==> config.mk <==
export PLATFORM = sky130hd
export DESIGN_NAME = lut_ramp_seq
export DESIGN_NICKNAME = d
export VERILOG_FILES = /design/src/rtl/lut_ramp_pkg.sv /design/src/rtl/lut_ramp_table.sv /design/src/rtl/lut_ramp_timer.sv /design/src/rtl/lut_ramp_walker.sv /design/src/rtl/lut_ramp_seq.sv
export SDC_FILE = /design/constraint.sdc
export NUM_CORES = 1
export LEC_CHECK = 0
export BUFFER_PORTS_ARGS = -buffer_cell sky130_fd_sc_hd__buf_4
export CAP_MARGIN = 25
export CORE_MARGIN = 4
export CORE_UTILIZATION = 40
export DETAILED_ROUTE_END_ITERATION = 6
export PLACE_DENSITY_LB_ADDON = 0.25
export SLEW_MARGIN = 10
export SYNTH_ARGS = -nofsm -noshare
export SYNTH_HDL_FRONTEND = slang
export SYNTH_SLANG_ARGS = --single-unit
==> constraint.sdc <==
create_clock -name clk -period 11.64 [get_ports clk]
set_clock_uncertainty 0.15 [all_clocks]
set_input_delay 3.492 -clock clk [delete_from_list [all_inputs] [get_ports clk]]
set_output_delay 3.492 -clock clk [all_outputs]
set_load 0.005 [all_outputs]
==> src/rtl/lut_ramp_pkg.sv <==
package lut_ramp_pkg;

   localparam int STEP_CODE_W  = 4;
   localparam int PAUSE_CODE_W = 6;
   localparam int DWELL_W      = 10;
   localparam int REPS_W       = 13;
   localparam int VAL_W        = 9;

   typedef enum logic [1:0] {
      ST_IDLE  = 2'd0,
      ST_STEP  = 2'd1,
      ST_PAUSE = 2'd2,
      ST_DONE  = 2'd3
   } seq_state_t;

   // dwell per entry in ticks; code 0 is promoted to a single tick
   function automatic logic [DWELL_W-1:0] dwell_ticks(input logic [STEP_CODE_W-1:0] code);
      logic [DWELL_W-1:0] t;
      case (code)
         4'd0:  t = 10'd1;
         4'd1:  t = 10'd1;
         4'd2:  t = 10'd2;
         4'd3:  t = 10'd3;
         4'd4:  t = 10'd4;
         4'd5:  t = 10'd6;
         4'd6:  t = 10'd8;
         4'd7:  t = 10'd16;
         4'd8:  t = 10'd18;
         4'd9:  t = 10'd24;
         4'd10: t = 10'd32;
         4'd11: t = 10'd36;
         4'd12: t = 10'd64;
         4'd13: t = 10'd128;
         4'd14: t = 10'd256;
         default: t = 10'd512;
      endcase
      return t;
   endfunction

   // pause length in units of one dwell
   function automatic logic [REPS_W-1:0] pause_reps(input logic [PAUSE_CODE_W-1:0] code);
      logic [REPS_W-1:0] r;
      if (code < 6'd16) begin
         r = REPS_W'(code) + 13'd1;
      end else if (code >= 6'd56) begin
         r = 13'd7000;
      end else if (code >= 6'd48) begin
         r = 13'd3000 + 13'd500 * REPS_W'(code - 6'd48);
      end else if (code >= 6'd37) begin
         case (code)
            6'd37: r = 13'd900;
            6'd45: r = 13'd1800;
            6'd46: r = 13'd2000;
            6'd47: r = 13'd2500;
            default: r = 13'd1000 + 13'd100 * REPS_W'(code - 6'd38);
         endcase
      end else begin
         case (code)
            6'd16: r = 13'd23;   6'd17: r = 13'd28;   6'd18: r = 13'd31;
            6'd19: r = 13'd42;   6'd20: r = 13'd47;   6'd21: r = 13'd56;
            6'd22: r = 13'd63;   6'd23: r = 13'd83;   6'd24: r = 13'd94;
            6'd25: r = 13'd111;  6'd26: r = 13'd125;  6'd27: r = 13'd167;
            6'd28: r = 13'd188;  6'd29: r = 13'd222;  6'd30: r = 13'd250;
            6'd31: r = 13'd333;  6'd32: r = 13'd375;  6'd33: r = 13'd500;
            6'd34: r = 13'd667;  6'd35: r = 13'd750;
            default: r = 13'd800;
         endcase
      end
      return r;
   endfunction

endpackage

==> src/rtl/lut_ramp_table.sv <==
module lut_ramp_table
   import lut_ramp_pkg::*;
#(
   parameter int IDX_W       = 6,
   parameter bit RESET_TABLE = 1'b1
) (
   input  logic             clk,
   input  logic             rst_n,
   input  logic             lo_we,
   input  logic [7:0]       lo_data,
   input  logic             hi_we,
   input  logic             val_msb,
   input  logic [IDX_W-1:0] wr_idx,
   input  logic [IDX_W-1:0] rd_idx,
   output logic [VAL_W-1:0] rd_val
);
   localparam int DEPTH = 1 << IDX_W;

   logic [7:0]       stage_q;
   logic [VAL_W-1:0] mem_q [DEPTH];

   always_ff @(posedge clk or negedge rst_n) begin
      if (!rst_n) stage_q <= '0;
      else if (lo_we) stage_q <= lo_data;
   end

   generate
      if (RESET_TABLE) begin : g_rst_mem
         always_ff @(posedge clk or negedge rst_n) begin
            if (!rst_n) begin
               for (int i = 0; i < DEPTH; i++) mem_q[i] <= '0;
            end else if (hi_we) begin
               mem_q[wr_idx] <= {val_msb, stage_q};
            end
         end
      end else begin : g_plain_mem
         always_ff @(posedge clk) begin
            if (hi_we) mem_q[wr_idx] <= {val_msb, stage_q};
         end
      end
   endgenerate

   assign rd_val = mem_q[rd_idx];
endmodule

==> src/rtl/lut_ramp_timer.sv <==
module lut_ramp_timer
   import lut_ramp_pkg::*;
(
   input  logic               clk,
   input  logic               rst_n,
   input  logic               clr,
   input  logic               tick,
   input  logic [DWELL_W-1:0] len,
   output logic               expire
);
   logic [DWELL_W-1:0] cnt_q;
   logic               last;

   assign last   = (cnt_q >= len - DWELL_W'(1));
   assign expire = tick & ~clr & last;

   always_ff @(posedge clk or negedge rst_n) begin
      if (!rst_n)      cnt_q <= '0;
      else if (clr)    cnt_q <= '0;
      else if (tick)   cnt_q <= last ? '0 : cnt_q + DWELL_W'(1);
   end
endmodule

==> src/rtl/lut_ramp_walker.sv <==
module lut_ramp_walker
   import lut_ramp_pkg::*;
#(
   parameter int IDX_W = 6
) (
   input  logic                    clk,
   input  logic                    rst_n,
   input  logic                    run,
   input  logic                    expire,
   input  logic                    ramp_up,
   input  logic                    reverse_en,
   input  logic                    loop_en,
   input  logic [IDX_W-1:0]        lo_idx,
   input  logic [IDX_W-1:0]        hi_idx,
   input  logic                    pause_hi_en,
   input  logic [PAUSE_CODE_W-1:0] pause_hi_code,
   input  logic                    pause_lo_en,
   input  logic [PAUSE_CODE_W-1:0] pause_lo_code,
   output seq_state_t              state,
   output logic [IDX_W-1:0]        cur_idx
);
   logic              dir_up_q;
   logic [REPS_W-1:0] rep_q;
   logic [IDX_W-1:0]  hi_eff, start_idx, inward_idx, wrap_idx;
   logic              single, at_end, end_pause_en, pause_last;
   logic              turn, wrap_dir, wrap_done;
   logic [REPS_W-1:0] end_reps;

   assign hi_eff     = (lo_idx > hi_idx) ? lo_idx : hi_idx;
   assign single     = (hi_eff == lo_idx);
   assign start_idx  = ramp_up ? lo_idx : hi_eff;
   assign at_end     = dir_up_q ? (cur_idx >= hi_eff) : (cur_idx <= lo_idx);
   assign end_pause_en = dir_up_q ? pause_hi_en : pause_lo_en;
   assign end_reps   = dir_up_q ? pause_reps(pause_hi_code) : pause_reps(pause_lo_code);
   assign pause_last = (rep_q >= end_reps - REPS_W'(1));
   assign inward_idx = dir_up_q ? cur_idx - IDX_W'(1) : cur_idx + IDX_W'(1);

   // action at the end of a pass: turn around, restart, or finish
   assign turn      = reverse_en & ~single & ((dir_up_q == ramp_up) | loop_en);
   assign wrap_idx  = turn ? inward_idx : start_idx;
   assign wrap_dir  = turn ? ~dir_up_q : ramp_up;
   assign wrap_done = ~turn & ~loop_en;

   always_ff @(posedge clk or negedge rst_n) begin
      if (!rst_n) begin
         state    <= ST_IDLE;
         cur_idx  <= '0;
         dir_up_q <= 1'b1;
         rep_q    <= '0;
      end else if (!run) begin
         state <= ST_IDLE;
      end else begin
         case (state)
            ST_IDLE: begin
               state    <= ST_STEP;
               cur_idx  <= start_idx;
               dir_up_q <= ramp_up;
               rep_q    <= '0;
            end
            ST_STEP: if (expire) begin
               if (!at_end) begin
                  cur_idx <= dir_up_q ? cur_idx + IDX_W'(1) : cur_idx - IDX_W'(1);
               end else if (end_pause_en) begin
                  state <= ST_PAUSE;
                  rep_q <= '0;
               end else if (wrap_done) begin
                  state <= ST_DONE;
               end else begin
                  cur_idx  <= wrap_idx;
                  dir_up_q <= wrap_dir;
               end
            end
            ST_PAUSE: if (expire) begin
               if (!pause_last) begin
                  rep_q <= rep_q + REPS_W'(1);
               end else if (wrap_done) begin
                  state <= ST_DONE;
               end else begin
                  state    <= ST_STEP;
                  cur_idx  <= wrap_idx;
                  dir_up_q <= wrap_dir;
               end
            end
            default: state <= ST_DONE;
         endcase
      end
   end
endmodule

==> src/rtl/lut_ramp_seq.sv <==
module lut_ramp_seq
   import lut_ramp_pkg::*;
#(
   parameter int IDX_W       = 6,
   parameter bit RESET_TABLE = 1'b1
) (
   input  logic                    clk,
   input  logic                    rst_n,
   input  logic                    tick_1k,
   input  logic                    tbl_lo_we,
   input  logic [7:0]              tbl_lo_data,
   input  logic                    tbl_hi_we,
   input  logic                    tbl_val_msb,
   input  logic [IDX_W-1:0]        tbl_entry_idx,
   input  logic                    gen_en,
   input  logic                    ramp_go,
   input  logic                    ramp_up,
   input  logic                    reverse_en,
   input  logic                    loop_en,
   input  logic [IDX_W-1:0]        lo_idx,
   input  logic [IDX_W-1:0]        hi_idx,
   input  logic [STEP_CODE_W-1:0]  step_code,
   input  logic                    pause_hi_en,
   input  logic [PAUSE_CODE_W-1:0] pause_hi_code,
   input  logic                    pause_lo_en,
   input  logic [PAUSE_CODE_W-1:0] pause_lo_code,
   output logic [VAL_W-1:0]        duty,
   output logic                    running,
   output logic                    done
);
   generate
      if (IDX_W < 1 || IDX_W > 7) begin : g_bad_idx_w
         $error("lut_ramp_seq: IDX_W must lie in 1..7");
      end
   endgenerate

   seq_state_t       state;
   logic [IDX_W-1:0] cur_idx;
   logic [VAL_W-1:0] rd_val;
   logic             run, expire;

   assign run = gen_en & ramp_go;

   lut_ramp_table #(.IDX_W(IDX_W), .RESET_TABLE(RESET_TABLE)) table_i (
      .clk(clk), .rst_n(rst_n),
      .lo_we(tbl_lo_we), .lo_data(tbl_lo_data),
      .hi_we(tbl_hi_we), .val_msb(tbl_val_msb), .wr_idx(tbl_entry_idx),
      .rd_idx(cur_idx), .rd_val(rd_val)
   );

   lut_ramp_timer timer_i (
      .clk(clk), .rst_n(rst_n),
      .clr(state == ST_IDLE), .tick(tick_1k),
      .len(dwell_ticks(step_code)), .expire(expire)
   );

   lut_ramp_walker #(.IDX_W(IDX_W)) walker_i (
      .clk(clk), .rst_n(rst_n), .run(run), .expire(expire),
      .ramp_up(ramp_up), .reverse_en(reverse_en), .loop_en(loop_en),
      .lo_idx(lo_idx), .hi_idx(hi_idx),
      .pause_hi_en(pause_hi_en), .pause_hi_code(pause_hi_code),
      .pause_lo_en(pause_lo_en), .pause_lo_code(pause_lo_code),
      .state(state), .cur_idx(cur_idx)
   );

   assign duty    = (state == ST_IDLE) ? '0 : rd_val;
   assign running = (state == ST_STEP) || (state == ST_PAUSE);
   assign done    = (state == ST_DONE);
endmodule

==> insert_results.sql, run 1 <==
INSERT INTO impl_metrics (metric_group, metric, value, unit) VALUES
('status', 'run_status', 'complete, no violations', ''),
('power', 'vdd.ir_drop.worst', '0.000138', 'V'),
('synth', 'synth_simple_gate_area_share', '0.0646', ''),
('synth', 'syn_avg_cell_area', '12.9', 'um^2'),
('placement', 'gpl.final_weighted_congestion', '0.904', ''),
('worst_setup_path', 'worst-setup-path-type', 'primary input to flop', ''),
('power', 'leakagePower', '18.3', 'nW'),
('synth', 'synth_area_leader_cell', 'sky130_fd_sc_hd__dfrtp_1', ''),
('synth', 'fraction_of_post_synthesis_cell_area_in_the_top_cell_type_by_area', '0.425', ''),
('drt', 'via_per_inst', '5.81', ''),
('clock_network', 'clock_tree.buffer_depth', '3', ''),
('worst_setup_path', 'worstSetupStartpointType', 'primary input', ''),
('synth', 'synth_enable_flop_cells', '0', ''),
('timing', 'maxSlewHeadroom', '0.317', ''),
('drt', 'drc', '0', ''),
('clock_network', 'clk_transition_reported_paths', '0.06', 'ns'),
('timing', 'finalMaxSlewViolations', '0', ''),
('final_layout', 'diodes', '0', ''),
('timing', 'hold_ws', '0.350', 'ns'),
('synth', 'synth.yosys.seq_area_share', '0.426', ''),
('floorplanning', 'start_util', '0.403', ''),
('clock_network', 'worst_skew_pair.late_latency', '0.62', 'ns'),
('power', 'net-switching-power', '0.00252', 'W'),
('final_layout', 'syn_to_layout_area_delta', '11.1', '%'),
('floorplanning', 'die-area', '0.0954', 'mm^2'),
('floorplanning', 'die_w', '309', 'um'),
('synth', 'netlist_top_cells_count', 'sky130_fd_sc_hd__dfrtp_1, sky130_fd_sc_hd__mux2_2, sky130_fd_sc_hd__mux4_2', ''),
('drt', 'firstDrtPassIters', '5', ''),
('hold_path', 'hold_path_class', 'flop to flop', ''),
('timing', 'post-route-period-util', '0.896', ''),
('worst_setup_path', 'reg2reg_slack', '6.23', 'ns'),
('global_route', 'globalRouteOverflowTotal', '0', ''),
('power', 'power_density_relative_to_cell_area', '186', 'mW/mm^2'),
('drt', 'wirelength', '96000', 'um'),
('clock_network', 'cts_tree', 'done', ''),
('clock_network', 'clock_sink_count', '616', ''),
('synth', 'synth.most_common_cell', 'sky130_fd_sc_hd__dfrtp_1', ''),
('global_route', 'maximum_number_of_pins_on_one_net_before_global_route_repair', '107', ''),
('synth', 'synth_cells', '2814', ''),
('floorplanning', 'floorplan.die.height', '309', 'um'),
('synth', 'synth_cell_type_count', '93', ''),
('placement', 'place.port_buffers', '65', ''),
('synth', 'post_synth_main_area_contributors', 'sky130_fd_sc_hd__dfrtp_1, sky130_fd_sc_hd__mux2_2, sky130_fd_sc_hd__mux4_2', ''),
('worst_setup_path', 'endpoint_kind', 'flop', ''),
('worst_setup_path', 'crit_fanout', '26', ''),
('synth', 'yosys_warnings', '0', ''),
('timing', 'timing_hold_violations_final', '0', ''),
('power', 'p_clk_frac', '0.287', ''),
('clock_network', 'cts_setup_buffers', '0', ''),
('clock_network', 'htreeDepth', '3', ''),
('timing', 'worst_pin_slew', '1.02', 'ns'),
('timing', 'total_negative_setup_slack', '0', 'ns'),
('global_route', 'grt_pass1_vias', '25100', ''),
('drt', 'vias', '23600', ''),
('floorplanning', 'floorplan_row_count', '110', ''),
('final_layout', 'post-route-util', '0.448', ''),
('synth', 'ys_seq_elements', '616', ''),
('final_layout', 'nets', '3091', ''),
('power', 'power.sequential.fraction', '0.355', ''),
('synth', 'postSynth.topFlopCell', 'sky130_fd_sc_hd__dfrtp_1', ''),
('final_layout', 'drive_gt1_frac', '0.362', ''),
('synth', 'post_synth_mux_area_share', '0.305', ''),
('synth', 'syn-cell-area', '0.0362', 'mm^2'),
('global_route', 'wire_length_of_the_first_global_routing_pass', '151000', 'um'),
('synth', 'syn_nets', '3078', ''),
('worst_setup_path', 'critical_path_arrival', '10.79', 'ns'),
('timing', 'rsz0062_at_grt', 'false', ''),
('synth', 'combinational_family_with_the_most_area_after_synthesis', 'multiplexers', ''),
('drt', 'detailedRoute.firstIterationViolations', '1317', ''),
('drt', 'postRouteAntennaNets', '0', ''),
('global_route', 'antenna_found_initial', '0', '');
cell families (layout without fill, tap and decap cells):
logic type | after synthesis | after routing
adders and majority gates | 209 | 209
buffers and inverters | 300 | 364
xor gates and xnor gates | 93 | 93
AOI/OAI and AO/OA | 346 | 346
other | 1 | 1
and+or+nand+nor | 454 | 454
muxes | 795 | 795
DFF | 616 | 616
power by group through the flow:
| stage | Clock [W] | Combinational [W] | Sequential (W) |
|---|---|---|---|
| 2_1_floorplan | 0 | 0.00204 | 0.00256 |
| 3_3_place_gp | 0 | 0.00264 | 0.00267 |
| 3_5_place_dp | 0 | 0.00269 | 0.00270 |
| 4_1_cts | 0.00221 | 0.00270 | 0.00266 |
| 5_1_grt | 0.00230 | 0.00294 | 0.00270 |
| 6_report | 0.00215 | 0.00268 | 0.00266 |
layout by cell type (no fill, tap or decap), types with 67 or more instances in the layout:
master | Yosys | final
sky130_fd_sc_hd__buf_4 | 3 | 100
sky130_fd_sc_hd__clkbuf_16 | 0 | 70
sky130_fd_sc_hd__dfrtp_1 | 615 | 603
sky130_fd_sc_hd__ha_1 | 164 | 164
sky130_fd_sc_hd__inv_1 | 130 | 130
sky130_fd_sc_hd__mux2_2 | 592 | 592
sky130_fd_sc_hd__mux4_2 | 189 | 189
sky130_fd_sc_hd__nand2_1 | 108 | 108
sky130_fd_sc_hd__nor2_1 | 99 | 99
sky130_fd_sc_hd__o21ai_0 | 67 | 67
per-stage QoR:
stage               instances  total power (W)  cell area [um^2]  setup slack (ns)
global placement         3921          0.00531             37800             0.809
CTS                      4045          0.00758             40100              1.27
floorplan                2814          0.00460             36200              1.26
global route             4054          0.00794             40200             0.832
detailed placement       3923          0.00539             37800             0.669
finish                   4054          0.00750             40200              1.22
critical path: stages:
cell	delay [ns]
sky130_fd_sc_hd__buf_4	0.17
sky130_fd_sc_hd__clkinv_1	0.14
sky130_fd_sc_hd__fa_1	0.51
sky130_fd_sc_hd__inv_1	0.06
sky130_fd_sc_hd__fa_1	0.53
sky130_fd_sc_hd__inv_1	0.06
sky130_fd_sc_hd__fa_1	0.54
sky130_fd_sc_hd__inv_1	0.05
sky130_fd_sc_hd__fa_1	0.51
sky130_fd_sc_hd__inv_1	0.05
sky130_fd_sc_hd__ha_1	0.40
sky130_fd_sc_hd__or3b_2	0.46
sky130_fd_sc_hd__o211a_1	0.12
sky130_fd_sc_hd__o311a_1	0.14
sky130_fd_sc_hd__a21oi_1	0.18
sky130_fd_sc_hd__mux2i_1	0.39
sky130_fd_sc_hd__a22oi_1	0.15
sky130_fd_sc_hd__o32ai_1	0.49
sky130_fd_sc_hd__xnor2_1	0.16
sky130_fd_sc_hd__ha_1	0.31
sky130_fd_sc_hd__a21o_1	0.17
sky130_fd_sc_hd__a211oi_1	0.21
sky130_fd_sc_hd__o211ai_1	0.17
sky130_fd_sc_hd__a211oi_1	0.24
sky130_fd_sc_hd__a21oi_1	0.06
sky130_fd_sc_hd__buf_4	0.21
sky130_fd_sc_hd__or4b_2	0.63
sky130_fd_sc_hd__a21oi_1	0.17
worst paths after layout:
path / startpoint / to / depth (start not counted)
worst max-delay path: pause_lo_code[4] / walker_i.rep_q[12]$_DFFE_PN0P_ / 28
worst min-delay path: table_i.mem_q[192]$_DFFE_PN0P_ / table_i.mem_q[192]$_DFFE_PN0P_ / 1
worst max register to register: walker_i.dir_up_q$_DFFE_PN1P_ / walker_i.rep_q[12]$_DFFE_PN0P_ / 16
worst min register to register: table_i.mem_q[192]$_DFFE_PN0P_ / table_i.mem_q[192]$_DFFE_PN0P_ / 1
max in group asynchronous: rst_n / walker_i.rep_q[2]$_DFFE_PN0P_ / 4
min in group asynchronous: rst_n / table_i.mem_q[2]$_DFFE_PN0P_ / 1
state kept, by name (all words and copies together) (netlist names):
name	count
walker_i.rep_q	13
table_i.stage_q	8
walker_i.dir_up_q	1
timer_i.cnt_q	10
walker_i.state	2
walker_i.cur_idx	6
table_i.mem_q	576
layer usage:
layer	track usage	up-vias	part of all wire
li1	-	10400	-
met1	0.273	12500	0.43
met2	0.350	537	0.50
met3	0.0268	144	0.040
met4	0.0515	0	0.025
met5	0	-	0
layout make-up:
type / count / area [um^2]
fillers: 8059 / 49600
multi-input cells: 1898 / 19600
flip-flops and latches: 616 / 15400
clock buffers: 99 / 1940
well taps: 1176 / 1470
repair buffers: 109 / 931
inverters: 133 / 499
clock inverters: 23 / 310
(Power assumes the default switching activity.)
==> run 2, diff against run 1 <==
--- a/config.mk
+++ b/config.mk
@@ -7,9 +7,11 @@
 export LEC_CHECK = 0
 export BUFFER_PORTS_ARGS = -buffer_cell sky130_fd_sc_hd__buf_4
 export CAP_MARGIN = 25
+export CORE_ASPECT_RATIO = 0.9
 export CORE_MARGIN = 4
 export CORE_UTILIZATION = 40
 export DETAILED_ROUTE_END_ITERATION = 6
+export GPL_TIMING_DRIVEN = 0
 export PLACE_DENSITY_LB_ADDON = 0.25
 export SLEW_MARGIN = 10
 export SYNTH_ARGS = -nofsm -noshare
==> insert_results.sql, run 2 (synthesis gave the netlist of run 1 again) <==
INSERT INTO impl_metrics (metric_group, metric, value, unit) VALUES
('status', 'run_status', 'complete, no violations', ''),
('drt', 'firstDrtPassIters', '5', ''),
('final_layout', 'fin_area', '0.0407', 'mm^2'),
('drt', 'postRouteAntennaNets', '0', ''),
('worst_setup_path', 'critical_path_arrival', '11.41', 'ns'),
('drt', 'vias', '24600', ''),
('drt', 'wirelength', '105000', 'um'),
('power', 'vdd.ir_drop.worst', '0.000248', 'V'),
('final_layout', 'largest_registers', 'table_i.mem_q (576), walker_i.rep_q (13), timer_i.cnt_q (10)', ''),
('floorplanning', 'placeableCoreArea', '0.0897', 'mm^2'),
('clock_network', 'cts_repair_resize_count', '0', ''),
('timing', 'finalMaxSlewViolations', '0', ''),
('worst_setup_path', 'largest_stage_delay_worst_path', '0.60', 'ns'),
('global_route', 'maximum_number_of_pins_on_one_net_before_global_route_repair', '116', ''),
('global_route', 'antenna_found_initial', '4', ''),
('drt', 'via_per_inst', '5.89', ''),
('timing', 'max_freq', '0.0904', 'GHz'),
('clock_network', 'clock-root-buffer', 'sky130_fd_sc_hd__clkbuf_16', ''),
('timing', 'rsz0062_at_grt', 'false', ''),
('worst_setup_path', 'worstSetupPathDepth', '30', ''),
('worst_setup_path', 'endpoint_kind', 'flop', ''),
('final_layout', 'post-route-util', '0.453', ''),
('power', 'power.total', '0.00762', 'W'),
('clock_network', 'clock_sink_count', '616', ''),
('placement', 'placed_area', '0.0384', 'mm^2'),
('worst_setup_path', 'worstSetupStartpointType', 'primary input', ''),
('placement', 'gpl.final_weighted_congestion', '0.890', ''),
('power', 'power.sequential.fraction', '0.340', ''),
('timing', 'post-route-period-util', '0.951', ''),
('clock_network', 'cts_buffers', '69', ''),
('final_layout', 'syn_to_layout_area_delta', '12.3', '%'),
('worst_setup_path', 'worst-setup-path-type', 'primary input to flop', ''),
('power', 'p_clk_frac', '0.280', ''),
('clock_network', 'cts_tree', 'done', ''),
('timing', 'total_negative_setup_slack', '0', 'ns'),
('global_route', 'wire_length_of_the_first_global_routing_pass', '160000', 'um'),
('floorplanning', 'floorplan.die.height', '293', 'um'),
('final_layout', 'drive_gt1_frac', '0.341', ''),
('worst_setup_path', 'cp.buffers_inverters', '9', ''),
('final_layout', 'area_taken_by_flip_flops_and_latches', '0.0154', 'mm^2'),
('global_route', 'globalRouteOverflowTotal', '0', ''),
('floorplanning', 'floorplan_row_count', '104', ''),
('placement', 'place.port_buffers', '58', ''),
('clock_network', 'cts_setup_buffers', '0', ''),
('power', 'power_density_relative_to_cell_area', '187', 'mW/mm^2'),
('hold_path', 'count_of_cells_along_the_worst_hold_path', '1', ''),
('clock_network', 'worst_skew_pair.late_latency', '0.60', 'ns'),
('worst_setup_path', 'worst-r2r-cell-count', '19', ''),
('drt', 'detailedRoute.firstIterationViolations', '1804', ''),
('clock_network', 'postCtsHoldBufs', '0', ''),
('clock_network', 'htreeDepth', '3', ''),
('power', 'net-switching-power', '0.00258', 'W'),
('power', 'power_switching_share', '0.339', ''),
('power', 'leakagePower', '18.4', 'nW'),
('final_layout', 'nets', '3229', ''),
('drt', 'drc', '0', ''),
('final_layout', 'fillCellCount', '8095', ''),
('hold_path', 'hold_path_class', 'flop to flop', ''),
('final_layout', 'commonest_cells_after_routing_fill_and_taps_aside', 'sky130_fd_sc_hd__dfrtp_1, sky130_fd_sc_hd__mux2_2, sky130_fd_sc_hd__mux4_2, sky130_fd_sc_hd__ha_1, sky130_fd_sc_hd__clkbuf_1', ''),
('final_layout', 'multi_input_area', '0.0196', 'mm^2'),
('final_layout', 'final_common_cell', 'sky130_fd_sc_hd__dfrtp_1', ''),
('timing', 'maxSlewHeadroom', '0.270', ''),
('run', 'maxcap_viol_count', '0', ''),
('final_layout', 'largest_register', 'table_i.mem_q', ''),
('worst_setup_path', 'worst_path_dominant_cell_family', 'adder cells', ''),
('global_route', 'grt_pass1_vias', '25800', ''),
('clock_network', 'clock_tree.buffer_depth', '3', ''),
('power', 'power_frac_comb', '0.380', ''),
('timing', 'timing_hold_violations_final', '0', ''),
('floorplanning', 'start_util', '0.404', ''),
('global_route', 'grt_util_all_layers', '0.218', ''),
('timing', 'worst_pin_slew', '1.09', 'ns'),
('worst_setup_path', 'critical_path_required', '11.98', 'ns'),
('floorplanning', 'die_w', '325', 'um'),
('placement', 'place_hpwl', '77300', 'um'),
('power', 'cellInternalPower', '0.00504', 'W'),
('floorplanning', 'die-area', '0.0954', 'mm^2'),
('worst_setup_path', 'worst_path_max_delay_cell', 'sky130_fd_sc_hd__fa_1', ''),
('drt', 'detail_route.wl_per_cell', '25.1', 'um'),
('worst_setup_path', 'crit_fanout', '16', ''),
('floorplanning', 'top_level_ports', '66', ''),
('final_layout', 'largest_register_ff_count', '576', ''),
('timing', 'setup_violations', '0', ''),
('clock_network', 'clk_transition_reported_paths', '0.06', 'ns'),
('timing', 'timing.final.crit_period', '11.07', 'ns');
-- run 2: power by group through the flow --
stage	clock [W]	combinational, W	sequential (W)
5_1_grt	0.00226	0.00313	0.00262
2_1_floorplan	0	0.00204	0.00256
3_5_place_dp	0	0.00287	0.00263
4_1_cts	0.00218	0.00289	0.00259
3_3_place_gp	0	0.00279	0.00260
6_report	0.00213	0.00290	0.00259
-- run 2: layer usage --
metal / vias to the layer above / track usage / share of wire
li1: 10700 / - / -
met1: 13000 / 0.295 / 0.44
met2: 721 / 0.361 / 0.48
met3: 186 / 0.0320 / 0.052
met4: 4 / 0.0776 / 0.037
met5: - / 0 / 0.00031
-- run 2: worst paths after layout --
kind                            slack [ns]                           start                             end
worst max register to register        5.65   walker_i.dir_up_q$_DFFE_PN1P_   walker_i.rep_q[7]$_DFFE_PN0P_
worst min register to register        0.35  table_i.mem_q[124]$_DFFE_PN0P_  table_i.mem_q[124]$_DFFE_PN0P_
worst min-delay path                  0.35  table_i.mem_q[124]$_DFFE_PN0P_  table_i.mem_q[124]$_DFFE_PN0P_
max in group asynchronous             6.79                           rst_n  table_i.mem_q[427]$_DFFE_PN0P_
min in group asynchronous             2.68                           rst_n  table_i.mem_q[122]$_DFFE_PN0P_
worst max-delay path                  0.57                pause_lo_code[4]   walker_i.rep_q[7]$_DFFE_PN0P_
-- run 2: area by class of cell --
class                      count  area share
multi-input combinational   1898       0.483
sequential                   616       0.379
clock buffer                 101      0.0489
tap                         1166      0.0359
timing repair buffer          80      0.0192
buffer                       167      0.0165
inverter                     133      0.0124
clock inverter                15     0.00477
antenna                        2    0.000123
-- run 2: metrics by stage --
stage | hold slack, ns | setup slack (ns) | std cells
final | 0.348 | 0.573 | 4178
after global routing | 0.359 | 0.0908 | 4176
after floorplan | 0.323 | 1.26 | 2814
after CTS | 0.350 | 0.470 | 4169
after global placement | 0.331 | 0.0378 | 4038
after detailed placement | 0.337 | -0.139 | 4053
